[config.mk]
export PLATFORM = sky130hd
export DESIGN_NAME = acc_cpu
export DESIGN_NICKNAME = d
export VERILOG_FILES = /design/src/rtl/acc_cpu_pkg.sv /design/src/rtl/acc_seq_timer.sv /design/src/rtl/acc_op_decoder.sv /design/src/rtl/acc_bus_mux.sv /design/src/rtl/acc_alu.sv /design/src/rtl/acc_cpu.sv
export SDC_FILE = /design/constraint.sdc
export NUM_CORES = 1
export LEC_CHECK = 0
export ABC_AREA = 1
export BUFFER_PORTS_ARGS = -buffer_cell sky130_fd_sc_hd__buf_2
export CAP_MARGIN = 20
export CORE_MARGIN = 1.5
export CORE_UTILIZATION = 55
export DETAILED_ROUTE_END_ITERATION = 16
export PLACE_DENSITY = 0.79
export SETUP_SLACK_MARGIN = 0.2
export SYNTH_ARGS = -nofsm -noshare
export SYNTH_HDL_FRONTEND = slang
export SYNTH_SLANG_ARGS = --single-unit
[constraint.sdc]
create_clock -name clk -period 3.3 [get_ports clk]
set_clock_uncertainty 0.1 [all_clocks]
set_input_delay 0.33 -clock clk [delete_from_list [all_inputs] [get_ports clk]]
set_output_delay 0.33 -clock clk [all_outputs]
set_load 0.01 [all_outputs]
[src/rtl/acc_cpu_pkg.sv]
package acc_cpu_pkg;
   typedef enum logic [2:0] {
      SRC_NONE = 3'd0,
      SRC_AR   = 3'd1,
      SRC_PC   = 3'd2,
      SRC_DR   = 3'd3,
      SRC_AC   = 3'd4,
      SRC_IR   = 3'd5,
      SRC_TR   = 3'd6,
      SRC_MEM  = 3'd7
   } bus_src_e;

   localparam int unsigned OPC_AND = 0;
   localparam int unsigned OPC_ADD = 1;
   localparam int unsigned OPC_LDA = 2;
   localparam int unsigned OPC_STA = 3;
   localparam int unsigned OPC_BUN = 4;
   localparam int unsigned OPC_BSA = 5;
   localparam int unsigned OPC_ISZ = 6;
   localparam int unsigned OPC_EXT = 7;
endpackage

[src/rtl/acc_seq_timer.sv]
module acc_seq_timer #(
   parameter int unsigned SC_W = 4,
   localparam int unsigned NT = 1 << SC_W
) (
   input  logic            clk,
   input  logic            rst_n,
   input  logic            run,
   input  logic            clr,
   output logic [SC_W-1:0] count,
   output logic [NT-1:0]   phase
);
   always_ff @(posedge clk) begin
      if (!rst_n)
         count <= '0;
      else if (run)
         count <= clr ? '0 : count + 1'b1;
   end

   for (genvar i = 0; i < NT; i++) begin : g_phase
      assign phase[i] = (count == SC_W'(i));
   end
endmodule

[src/rtl/acc_op_decoder.sv]
module acc_op_decoder #(
   parameter int unsigned OP_W = 3,
   localparam int unsigned NOPS = 1 << OP_W
) (
   input  logic [OP_W-1:0] opcode,
   output logic [NOPS-1:0] dec
);
   for (genvar i = 0; i < NOPS; i++) begin : g_dec
      assign dec[i] = (opcode == OP_W'(i));
   end
endmodule

[src/rtl/acc_bus_mux.sv]
module acc_bus_mux #(
   parameter int unsigned DATA_W = 16,
   parameter int unsigned SEL_W  = 3,
   localparam int unsigned NSRC = 1 << SEL_W
) (
   input  logic [NSRC-1:0][DATA_W-1:0] srcs,
   input  logic [SEL_W-1:0]            sel,
   output logic [DATA_W-1:0]           bus
);
   logic [NSRC-1:0][DATA_W-1:0] gated;

   // code 0 is the idle code and never reaches the bus
   assign gated[0] = '0;
   for (genvar i = 1; i < NSRC; i++) begin : g_src
      assign gated[i] = srcs[i] & {DATA_W{sel == SEL_W'(i)}};
   end

   always_comb begin
      bus = '0;
      for (int k = 0; k < NSRC; k++) bus = bus | gated[k];
   end
endmodule

[src/rtl/acc_alu.sv]
module acc_alu #(
   parameter int unsigned DATA_W = 16,
   parameter bit          RIPPLE = 1'b0
) (
   input  logic [DATA_W-1:0] ac,
   input  logic [DATA_W-1:0] dr,
   input  logic              e_in,
   input  logic              do_and,
   input  logic              do_add,
   output logic [DATA_W-1:0] ac_next,
   output logic              e_next
);
   logic [DATA_W-1:0] sum;
   logic              cout;

   if (RIPPLE) begin : g_ripple
      logic [DATA_W:0] c;
      assign c[0] = 1'b0;
      for (genvar b = 0; b < DATA_W; b++) begin : g_bit
         assign sum[b] = ac[b] ^ dr[b] ^ c[b];
         assign c[b+1] = (ac[b] & dr[b]) | (c[b] & (ac[b] ^ dr[b]));
      end
      assign cout = c[DATA_W];
   end else begin : g_behav
      assign {cout, sum} = {1'b0, ac} + {1'b0, dr};
   end

   always_comb begin
      ac_next = dr;
      e_next  = e_in;
      if (do_and) begin
         ac_next = ac & dr;
      end else if (do_add) begin
         ac_next = sum;
         e_next  = cout;
      end
   end
endmodule

[src/rtl/acc_cpu.sv]
module acc_cpu
   import acc_cpu_pkg::*;
#(
   parameter int unsigned DATA_W = 16,
   parameter int unsigned ADDR_W = 12,
   parameter int unsigned OP_W   = 3,
   parameter int unsigned SC_W   = 4,
   parameter bit          RIPPLE = 1'b0
) (
   input  logic              clk,
   input  logic              rst_n,
   input  logic              stop_i,
   input  logic [DATA_W-1:0] mem_rdata_i,
   output logic [ADDR_W-1:0] mem_addr_o,
   output logic [DATA_W-1:0] mem_wdata_o,
   output logic              mem_we_o,
   output logic              rr_exec_o,
   output logic              io_exec_o,
   output logic [ADDR_W-1:0] ext_bits_o,
   output logic              run_o,
   output logic [SC_W-1:0]   t_o,
   output logic [ADDR_W-1:0] pc_o,
   output logic [DATA_W-1:0] ac_o,
   output logic              e_o,
   output logic [2:0]        bus_sel_o,
   output logic [DATA_W-1:0] bus_o
);
   localparam int unsigned NT   = 1 << SC_W;
   localparam int unsigned NOPS = 1 << OP_W;
   localparam int unsigned IND_BIT = DATA_W - 1;

   if (DATA_W != ADDR_W + OP_W + 1) begin : g_bad_word
      $error("instruction word must be flag + opcode + address");
   end
   if (NT < 7) begin : g_bad_sc
      $error("phase counter must reach T6");
   end
   if (NOPS != 8) begin : g_bad_op
      $error("opcode field must decode to eight operations");
   end

   logic [ADDR_W-1:0] ar_q, pc_q;
   logic [DATA_W-1:0] dr_q, ac_q, ir_q;
   logic              e_q, ind_q, run_q;

   logic [SC_W-1:0]   count;
   logic [NT-1:0]     ph;
   logic [NOPS-1:0]   d;
   logic [DATA_W-1:0] bus;
   logic [DATA_W-1:0] alu_ac;
   logic              alu_e;
   bus_src_e          sel;

   logic ar_ld, ar_inc, pc_ld, pc_inc, dr_ld, dr_inc;
   logic ac_ld, ir_ld, ind_ld, we, sc_clr, rr_go, io_go;

   acc_seq_timer #(.SC_W(SC_W)) u_timer (
      .clk(clk), .rst_n(rst_n), .run(run_q), .clr(sc_clr),
      .count(count), .phase(ph)
   );

   acc_op_decoder #(.OP_W(OP_W)) u_dec (
      .opcode(ir_q[DATA_W-2 -: OP_W]), .dec(d)
   );

   logic [7:0][DATA_W-1:0] srcs;
   assign srcs[SRC_NONE] = '0;
   assign srcs[SRC_AR]   = DATA_W'(ar_q);
   assign srcs[SRC_PC]   = DATA_W'(pc_q);
   assign srcs[SRC_DR]   = dr_q;
   assign srcs[SRC_AC]   = ac_q;
   assign srcs[SRC_IR]   = ir_q;
   // the temporary register is loaded only by the interrupt path, held at zero here
   assign srcs[SRC_TR]   = '0;
   assign srcs[SRC_MEM]  = mem_rdata_i;

   acc_bus_mux #(.DATA_W(DATA_W), .SEL_W(3)) u_bus (
      .srcs(srcs), .sel(sel), .bus(bus)
   );

   acc_alu #(.DATA_W(DATA_W), .RIPPLE(RIPPLE)) u_alu (
      .ac(ac_q), .dr(dr_q), .e_in(e_q),
      .do_and(d[OPC_AND]), .do_add(d[OPC_ADD]),
      .ac_next(alu_ac), .e_next(alu_e)
   );

   wire unused_phase = ^ph[NT-1:7];

   always_comb begin
      sel = SRC_NONE;
      ar_ld = 1'b0;  ar_inc = 1'b0;  pc_ld = 1'b0;  pc_inc = 1'b0;
      dr_ld = 1'b0;  dr_inc = 1'b0;  ac_ld = 1'b0;  ir_ld  = 1'b0;
      ind_ld = 1'b0; we = 1'b0;      sc_clr = 1'b0;
      rr_go = 1'b0;  io_go = 1'b0;
      if (run_q) begin
         if (ph[0]) begin
            sel = SRC_PC;  ar_ld = 1'b1;
         end
         if (ph[1]) begin
            sel = SRC_MEM; ir_ld = 1'b1; pc_inc = 1'b1;
         end
         if (ph[2]) begin
            sel = SRC_IR;  ar_ld = 1'b1; ind_ld = 1'b1;
         end
         if (ph[3]) begin
            if (d[OPC_EXT]) begin
               sc_clr = 1'b1;
               rr_go  = ~ind_q;
               io_go  = ind_q;
            end else if (ind_q) begin
               sel = SRC_MEM; ar_ld = 1'b1;
            end
         end
         if (ph[4]) begin
            if (d[OPC_AND] | d[OPC_ADD] | d[OPC_LDA] | d[OPC_ISZ]) begin
               sel = SRC_MEM; dr_ld = 1'b1;
            end
            if (d[OPC_STA]) begin
               sel = SRC_AC; we = 1'b1; sc_clr = 1'b1;
            end
            if (d[OPC_BUN]) begin
               sel = SRC_AR; pc_ld = 1'b1; sc_clr = 1'b1;
            end
            if (d[OPC_BSA]) begin
               sel = SRC_PC; we = 1'b1; ar_inc = 1'b1;
            end
         end
         if (ph[5]) begin
            if (d[OPC_AND] | d[OPC_ADD] | d[OPC_LDA]) begin
               ac_ld = 1'b1; sc_clr = 1'b1;
            end
            if (d[OPC_BSA]) begin
               sel = SRC_AR; pc_ld = 1'b1; sc_clr = 1'b1;
            end
            if (d[OPC_ISZ]) dr_inc = 1'b1;
         end
         if (ph[6] && d[OPC_ISZ]) begin
            sel = SRC_DR; we = 1'b1; sc_clr = 1'b1;
            pc_inc = (dr_q == '0);
         end
      end
   end

   always_ff @(posedge clk) begin
      if (!rst_n) begin
         ar_q <= '0; pc_q <= '0; dr_q <= '0; ac_q <= '0;
         ir_q <= '0; e_q <= 1'b0; ind_q <= 1'b0; run_q <= 1'b1;
      end else begin
         if (stop_i) run_q <= 1'b0;
         if (ar_ld)       ar_q <= bus[ADDR_W-1:0];
         else if (ar_inc) ar_q <= ar_q + 1'b1;
         if (pc_ld)       pc_q <= bus[ADDR_W-1:0];
         else if (pc_inc) pc_q <= pc_q + 1'b1;
         if (dr_ld)       dr_q <= bus;
         else if (dr_inc) dr_q <= dr_q + 1'b1;
         if (ac_ld) begin
            ac_q <= alu_ac;
            e_q  <= alu_e;
         end
         if (ir_ld)  ir_q  <= bus;
         if (ind_ld) ind_q <= bus[IND_BIT];
      end
   end

   assign mem_addr_o  = ar_q;
   assign mem_wdata_o = bus;
   assign mem_we_o    = we;
   assign rr_exec_o   = rr_go;
   assign io_exec_o   = io_go;
   assign ext_bits_o  = ir_q[ADDR_W-1:0];
   assign run_o       = run_q;
   assign t_o         = count;
   assign pc_o        = pc_q;
   assign ac_o        = ac_q;
   assign e_o         = e_q;
   assign bus_sel_o   = sel;
   assign bus_o       = bus;
endmodule

After elaboration in Yosys (flattened, before gate mapping)
Cells that the tools add are included.
{ "totals": {"register_bits": 79, "input_bits": 19, "wordCells": 132} }
{ "op_classes": {"n_addsub": 5, "n_eq_ne": 19, "mux": 74, "bitwise_logic": 17, "reduce_logical": 8} }
{ "ops": {"columns": ["op", "count"], "rows": [
  ["$and 16x16->16", 5],
  ["$or 16x16->16", 5],
  ["$mux 16", 4],
  ["$mux 1", 50],
  ["$mux 12", 4],
  ["$mux 3", 14],
  ["$and 12x16->16", 2],
  ["$add 12x1->12 const B", 2],
  ["$eq 3x3->1 const B", 7],
  ["$add 16x16->17", 1],
  ["$add 16x1->16 const B", 1],
  ["$logic_not 16->1", 1],
  ["$eq 3x2->1 const B", 4],
  ["$eq 4x3->1 const B", 3],
  ["$eq 4x2->1 const B", 2],
  ["$eq 3x1->1 const B", 2],
  ["$reduce_bool 2->1", 3],
  ["$add 4x1->4 const B", 1],
  ["$eq 4x1->1 const B", 1],
  ["$logic_not 4->1", 1],
  ["$mux 4", 1],
  ["$logic_not 3->1", 1],
  ["$or 1x1->1", 3],
  ["$reduce_and 3->1", 1],
  ["other kinds (3)", 4]
]} }

Depth between registers and ports, before layout
{ "logic_depth": {"ltp_word": 24, "mapped_depth": 18, "ltp_nobuf": 17} }

Modules after synthesis
A second synthesis with hierarchy kept.
{ "unflattened": {"hier_cells": 1291, "hier_area_um2": 7485.9} }
{ "modules_own_cells": {"columns": ["mod", "instances", "cells_per_inst", "area_each_um2"], "rows": [
  ["acc_cpu", 1, 698, 4419.2],
  ["acc_bus_mux", 1, 258, 1363.8],
  ["acc_alu", 1, 264, 1321.3],
  ["acc_seq_timer", 1, 56, 325.3],
  ["acc_op_decoder", 1, 15, 56.3]
]} }

Worst setup path after synthesis
No wires, ideal clock.
{ "synth_path": {"kind": "register -> output", "startpoint": "register u_timer.count[0]", "endpoint": "output mem_wdata_o[15]", "arrival_ns": 2.101, "required_ns": 2.870, "slack_ns": 0.769, "path_stages_with_launch": 17, "path_cell_list": "dfxtp_1 > inv_1 > ha_1 > nand3_1 > inv_1 > nand2_2 > nand2_1 > nor2_1 > nand2_1 > nor2_4 > nand3_2 > inv_2 > nand2_1 > o21ai_0 > nor2_1 > inv_1 > buf_4"} }
{ "synth_via": {"elab_cells_between_ends": 40, "cone_classes": "eq/ne (12); mux (15); bitwise (11); reduce/logical (2)"} }
{ "synth_lines": {"columns": ["element", "line_no", "source"], "rows": [
  ["start: declaration", "acc_seq_timer.sv:9", "output logic [SC_W-1:0] count,"],
  ["start signal: assignment", "acc_seq_timer.sv:16", "count <= clr ? '0 : count + 1'b1;"],
  ["$eq 4x1->1", "acc_seq_timer.sv:20", "assign phase[i] = (count == SC_W'(i));"],
  ["$mux 3", "acc_cpu.sv:99", "if (ph[1]) begin"],
  ["$mux 3", "acc_cpu.sv:102", "if (ph[2]) begin"],
  ["$mux 3", "acc_cpu.sv:110", "end else if (ind_q) begin"],
  ["$mux 3", "acc_cpu.sv:106", "if (d[OPC_EXT]) begin"],
  ["$mux 3", "acc_cpu.sv:105", "if (ph[3]) begin"],
  ["$mux 3", "acc_cpu.sv:115", "if (d[OPC_AND] | d[OPC_ADD] | d[OPC_LDA] | d[OPC_ISZ]) begin"],
  ["$mux 3", "acc_cpu.sv:118", "if (d[OPC_STA]) begin"],
  ["(+4 left out)", null, null],
  ["$mux 3", "acc_cpu.sv:128", "if (ph[5]) begin"],
  ["$mux 3 *", "acc_cpu.sv:137", "if (ph[6] && d[OPC_ISZ]) begin"],
  ["$mux 3 *", "acc_cpu.sv:95", "if (run_q) begin"],
  ["net bus_sel_o[2]", "acc_cpu.sv:25", "output logic [2:0] bus_sel_o,"],
  ["$eq 3x1->1 or $eq 3x2->1 (tied branches)", "acc_bus_mux.sv:15", "assign gated[i] = srcs[i] & {DATA_W{sel == SEL_W'(i)}};"],
  ["$and 12x16->16", "acc_bus_mux.sv:15", null],
  ["$or 16x16->16 (4 in series)", "acc_bus_mux.sv:20", "for (int k = 0; k < NSRC; k++) bus = bus | gated[k];"],
  ["$or 16x16->16 *", "acc_bus_mux.sv:20", null],
  ["end: declaration", "acc_cpu.sv:15", "output logic [DATA_W-1:0] mem_wdata_o,"]
]} }
Mark *: on every way through the listed nets, which the timed path passes. The rest lies on a longest branch.

Worst setup path in the final report
{ "layout_path": {"startpoint": "register u_timer.count[0]", "endpoint": "output bus_o[2]"} }
{ "layout_via": {"elab_chain_cells": 23, "elab_cells_between_ends": 40, "cone_classes": "eq/ne (12); mux (15); bitwise (11); reduce/logical (2)"} }
{ "layout_lines": {"columns": ["element", "line_no", "source"], "rows": [
  ["$logic_not 4->1", "acc_seq_timer.sv:20", null],
  ["$mux 2", "acc_cpu.sv:96", "if (ph[0]) begin"],
  ["$mux 3", "acc_cpu.sv:99", null],
  ["$mux 3", "acc_cpu.sv:102", null],
  ["$mux 3", "acc_cpu.sv:110", null],
  ["$mux 3", "acc_cpu.sv:106", null],
  ["$mux 3", "acc_cpu.sv:105", null],
  ["$mux 3", "acc_cpu.sv:115", null],
  ["(+4 left out)", null, null],
  ["$mux 3", "acc_cpu.sv:132", "if (d[OPC_BSA]) begin"],
  ["$mux 3", "acc_cpu.sv:128", null],
  ["$mux 3 *", "acc_cpu.sv:137", null],
  ["$mux 3 *", "acc_cpu.sv:95", null],
  ["$eq 3x1->1 or $eq 3x2->1 (tied branches)", "acc_bus_mux.sv:15", null],
  ["$and 12x16->16", "acc_bus_mux.sv:15", null],
  ["$or 16x16->16 (4 in series)", "acc_bus_mux.sv:20", null],
  ["$or 16x16->16 *", "acc_bus_mux.sv:20", null],
  ["end: declaration", "acc_cpu.sv:26", "output logic [DATA_W-1:0] bus_o"]
]} }
Mark *: on every way between the ends. The rest lies on a longest branch, timed or not.

==> reports/qor_table.md <==
| Result | This run |
| --- | --- |
| Sum of negative setup slack | 0 ns |
| Post-Synthesis Net Count | 1037 |
| Adder-cell share of the synthesized area | 5.18% |
| Post-Place Worst Slack | 0.203 ns |
| Clock root buffer | clkbuf_8 |
| Reg power frac | 41.8% |
| Largest vdd supply drop | 256 µV |
| DR DRC count | 0 |
| Area enclosed by the die boundary | 11900 µm² |
| Clock latency on the worst-skew pair | 0.38 ns |
| Final slew viol count | 0 |
| Filler cells | 1001 |
| Share of the clock period used by the worst path | 93.8% |
| Status | finished clean |
| Clk sinks | 79 |
| Synthesized-area fraction occupied by and/or/nand/nor cells | 29.2% |
| Syn. warnings | 0 |
| Slew margin rel. | 32.0% |
| Highest Clock Rate | 323 MHz |
| Path type of the worst setup path | flip-flop to output pin |
| Sw frac | 34.3% |
| Pin count of the biggest net entering global routing | 49 |
| CP max-delay cell | dfxtp_4 |
| Dominant delay contributor by cell family on the critical path | simple AND/OR/NAND/NOR gates |
| Vias in the first global route | 6187 |
| Bufs on Longest Clock Path | 2 |
| Reg clk slew, reported paths | 0.08 ns |
| Area of the mapped netlist | 6180 µm² |
| Largest area contributor in the synthesized netlist | dfxtp_1 |
| Global placement routability congestion | 1.01 |
| Ranking of synthesized cells by area | dfxtp_1, nand2_1, inv_1 |
| Number of port buffers | 114 |
| Number of enable flip-flop cells after synthesis | 0 |
| Post-Route WL | 19.9 mm |
| Routed wirelength normalized by instance count | 16.1 µm |
| Synthesis-to-layout area growth | 17.6% |
| Clock share of power | 32.7% |
| Net count of the finished layout | 1139 |
| Wire length of the first global-routing pass | 30.8 mm |
| Vias | 7152 |
| Initial antenna violation count | 0 |
| Synthesized instance count | 993 |
| Number of top-level pins | 115 |
| Ratio of routed vias to standard cells | 5.77 |
| Antenna Violating Nets Remaining | 0 |
| Area share of the leading cell type in the synthesized netlist | 25.6% |
| Cell chain of the critical path | inv_2, ha_2, nand3_1, nor2_1, nor2_1, nand3_2, nand2_4, inv_4, nand3_2, buf_4, o21ai_0, inv_1, nand2_2, buf_2 |
| Post-synthesis xor/xnor area fraction | 3.54% |
| Count of hold buffers inserted by post-cts repair | 0 |
| Placement Rows | 38 |
| Area of the core region | 10900 µm² |
| Initial DRC Count | 635 |
| Worst hold-check path type | primary input to flip-flop |
| Clock tree from TritonCTS | yes |
| CTS Buf Count | 9 |
| Final critical-path setup slack | 0.204 ns |
| Global Route Usage Sum | 33.2% |
| Synth Area per Inst | 6.23 µm² |
| Number of register bits inferred by synthesis | 79 |
| Leading cell type in the layout, fill and taps excluded | nand2_1 |
| Max Fanout on Critical Path | 8 |
| Min Tclk post-route | 3.10 ns |
| Crit path capture type | output pin |
| Static leakage | 3.77 nW |
| Complex-gate fraction of the synthesized area | 21.1% |
| Share of synthesized area occupied by flip-flops and latches | 25.6% |
| Final number of setup-violating endpoints | 0 |
| Net Switching | 0.000870 W |
| Most common flop cell mapped by yosys | dfxtp_1 |
| Fraction of layout instances using a drive strength above 1 | 20.6% |
| Share of synthesized flip-flops with an asynchronous set or reset | 0% |
| Internal | 0.00166 W |
| Logic pwr share | 25.5% |
| Antenna cell count | 0 |
| HPWL after detailed placement | 14.4 mm |
| Hold Violations, Final | 0 |
| Number of H-tree levels | 3 |
| Number of detailed-routing iterations run before antenna repair | 7 |
| Total congestion overflow after global routing | 0 |
| Overall die height | 109 µm |
| Number of max-cap violations | 0 |
| Power Dens Cells | 348 nW/µm² |
| Least-Margin Pin Slew | 1.01 ns |
| Crit path arrival time | 2.67 ns |
| Type of element launching the critical path | flip-flop |
| Distinct cells, synth | 43 |
| Critical path's largest stage delay | 0.37 ns |
| Combinational family with the most area after synthesis | simple AND/OR/NAND/NOR gates |
| Initial standard-cell utilization of the core | 56.8% |
| Horiz. Die Dim | 109 µm |
| CP required | 2.87 ns |
| Highest-count cells in the layout ignoring fill and taps | nand2_1, inv_1, buf_2 |
| Buffers & Inverters on Critical Path | 5 |
| Multiplexer fraction of the synthesized cell area | 0% |
| Setup repair after global routing missed its margin | true |
-- Yosys cell counts, types with 6 or more instances --
cell	count
nor3_1	14
a21oi_1	103
buf_2	6
inv_1	138
o21bai_1	6
nand2_1	208
nand3_1	73
ha_1	24
xor2_1	20
nand2_2	9
o22ai_1	6
o21ai_0	86
inv_2	10
clkbuf_1	23
nor2_2	6
nand4_1	18
a22oi_1	7
nor2_1	66
dfxtp_1	79
nor4_1	6
buf_4	31
-- per-stage QoR --
step / utilization [%] / cells / instance area [µm²] / hold WS (ns) / power (W)
after global placement: 61.5 / 1203 / 6700 / 0.404 / 0.00161
after detailed placement: 61.5 / 1203 / 6700 / 0.417 / 0.00161
after floorplan: - / 993 / 6180 / 0.344 / 0.00147
after global routing: 66.8 / 1240 / 7270 / 0.0567 / 0.00264
after CTS: 64.7 / 1226 / 7040 / 0.0344 / 0.00248
final: 66.8 / 1240 / 7270 / 0.0382 / 0.00253
-- registers in the layout, indices dropped and copies added (netlist names) --
signal / cells
e_o: 1
mem_addr_o: 12
dr_q: 16
ac_o: 16
pc_o: 12
u_timer.count: 4
ir_q: 16
run_o: 1
ind_q: 1
-- cell type report --
cell class	instances	area, µm²	area share [%]
timing repair inverter	1	7.51	0.103
inverter	151	579	7.96
sequential	79	1590	21.9
multi-input combinational	700	3790	52.1
clock buffer	11	131	1.81
tap	140	175	2.41
clock inverter	5	81.3	1.12
timing repair buffer	153	916	12.6
-- power groups by stage --
stage	clock [W]	sequential (W)	combinational [W]
2_1_floorplan	0	0.00107	0.000400
3_3_place_gp	0	0.00108	0.000534
3_5_place_dp	0	0.00108	0.000538
4_1_cts	0.000835	0.00106	0.000590
5_1_grt	0.000867	0.00107	0.000707
6_report	0.000827	0.00106	0.000647
-- metal layers --
metal	vias to the layer above	routed length, µm	GRT usage, %
li1	3442	-	-
met1	3241	8780	45.8
met2	397	8600	50.2
met3	72	1650	5.08
met4	0	874	16.5
met5	-	0	0
-- final timing paths --
kind,startpoint,end,slack [ns],depth (start not counted)
setup / recovery,u_timer.count[0],bus_o[2],0.20,14
hold / removal,stop_i,run_o,0.04,2
setup reg to reg,dr_q[0],ac_o[10],0.51,12
hold reg to reg,u_timer.count[1],u_timer.count[1],0.42,2
-- repair_timing --
| item | CTS | global route |
|---|---|---|
| gates resized for setup | 21 | 28 |
| pin swaps | 8 | 13 |
| endpoints found under the setup margin | 32 | 32 |
| gates cloned | 1 | 0 |
| buffers inserted | 6 | 13 |
-- worst register-to-register path: cells and delay by family, from the launching register on --
| family | cells | cell delay, ns |
|---|---|---|
| AOI/OAI and AO/OA | 4 | 1.15 |
| adders and majority gates | 2 | 0.62 |
| buffers and inverters | 1 | 0.06 |
| DFF | 1 | 0.41 |
| and+or+nand+nor | 5 | 0.40 |
-- cells by family (layout without fill, tap and decap cells) --
logic type               count (synthesis)  count (layout)
AO/OA/AOI/OAI                          239             239
XOR/XNOR                                25              25
adder cells (fa/ha/maj)                 25              25
buffers and inverters                  214             321
flip-flops                              79              79
AND/OR/NAND/NOR                        411             411
Note: power is estimated with default switching activity, not from simulation.
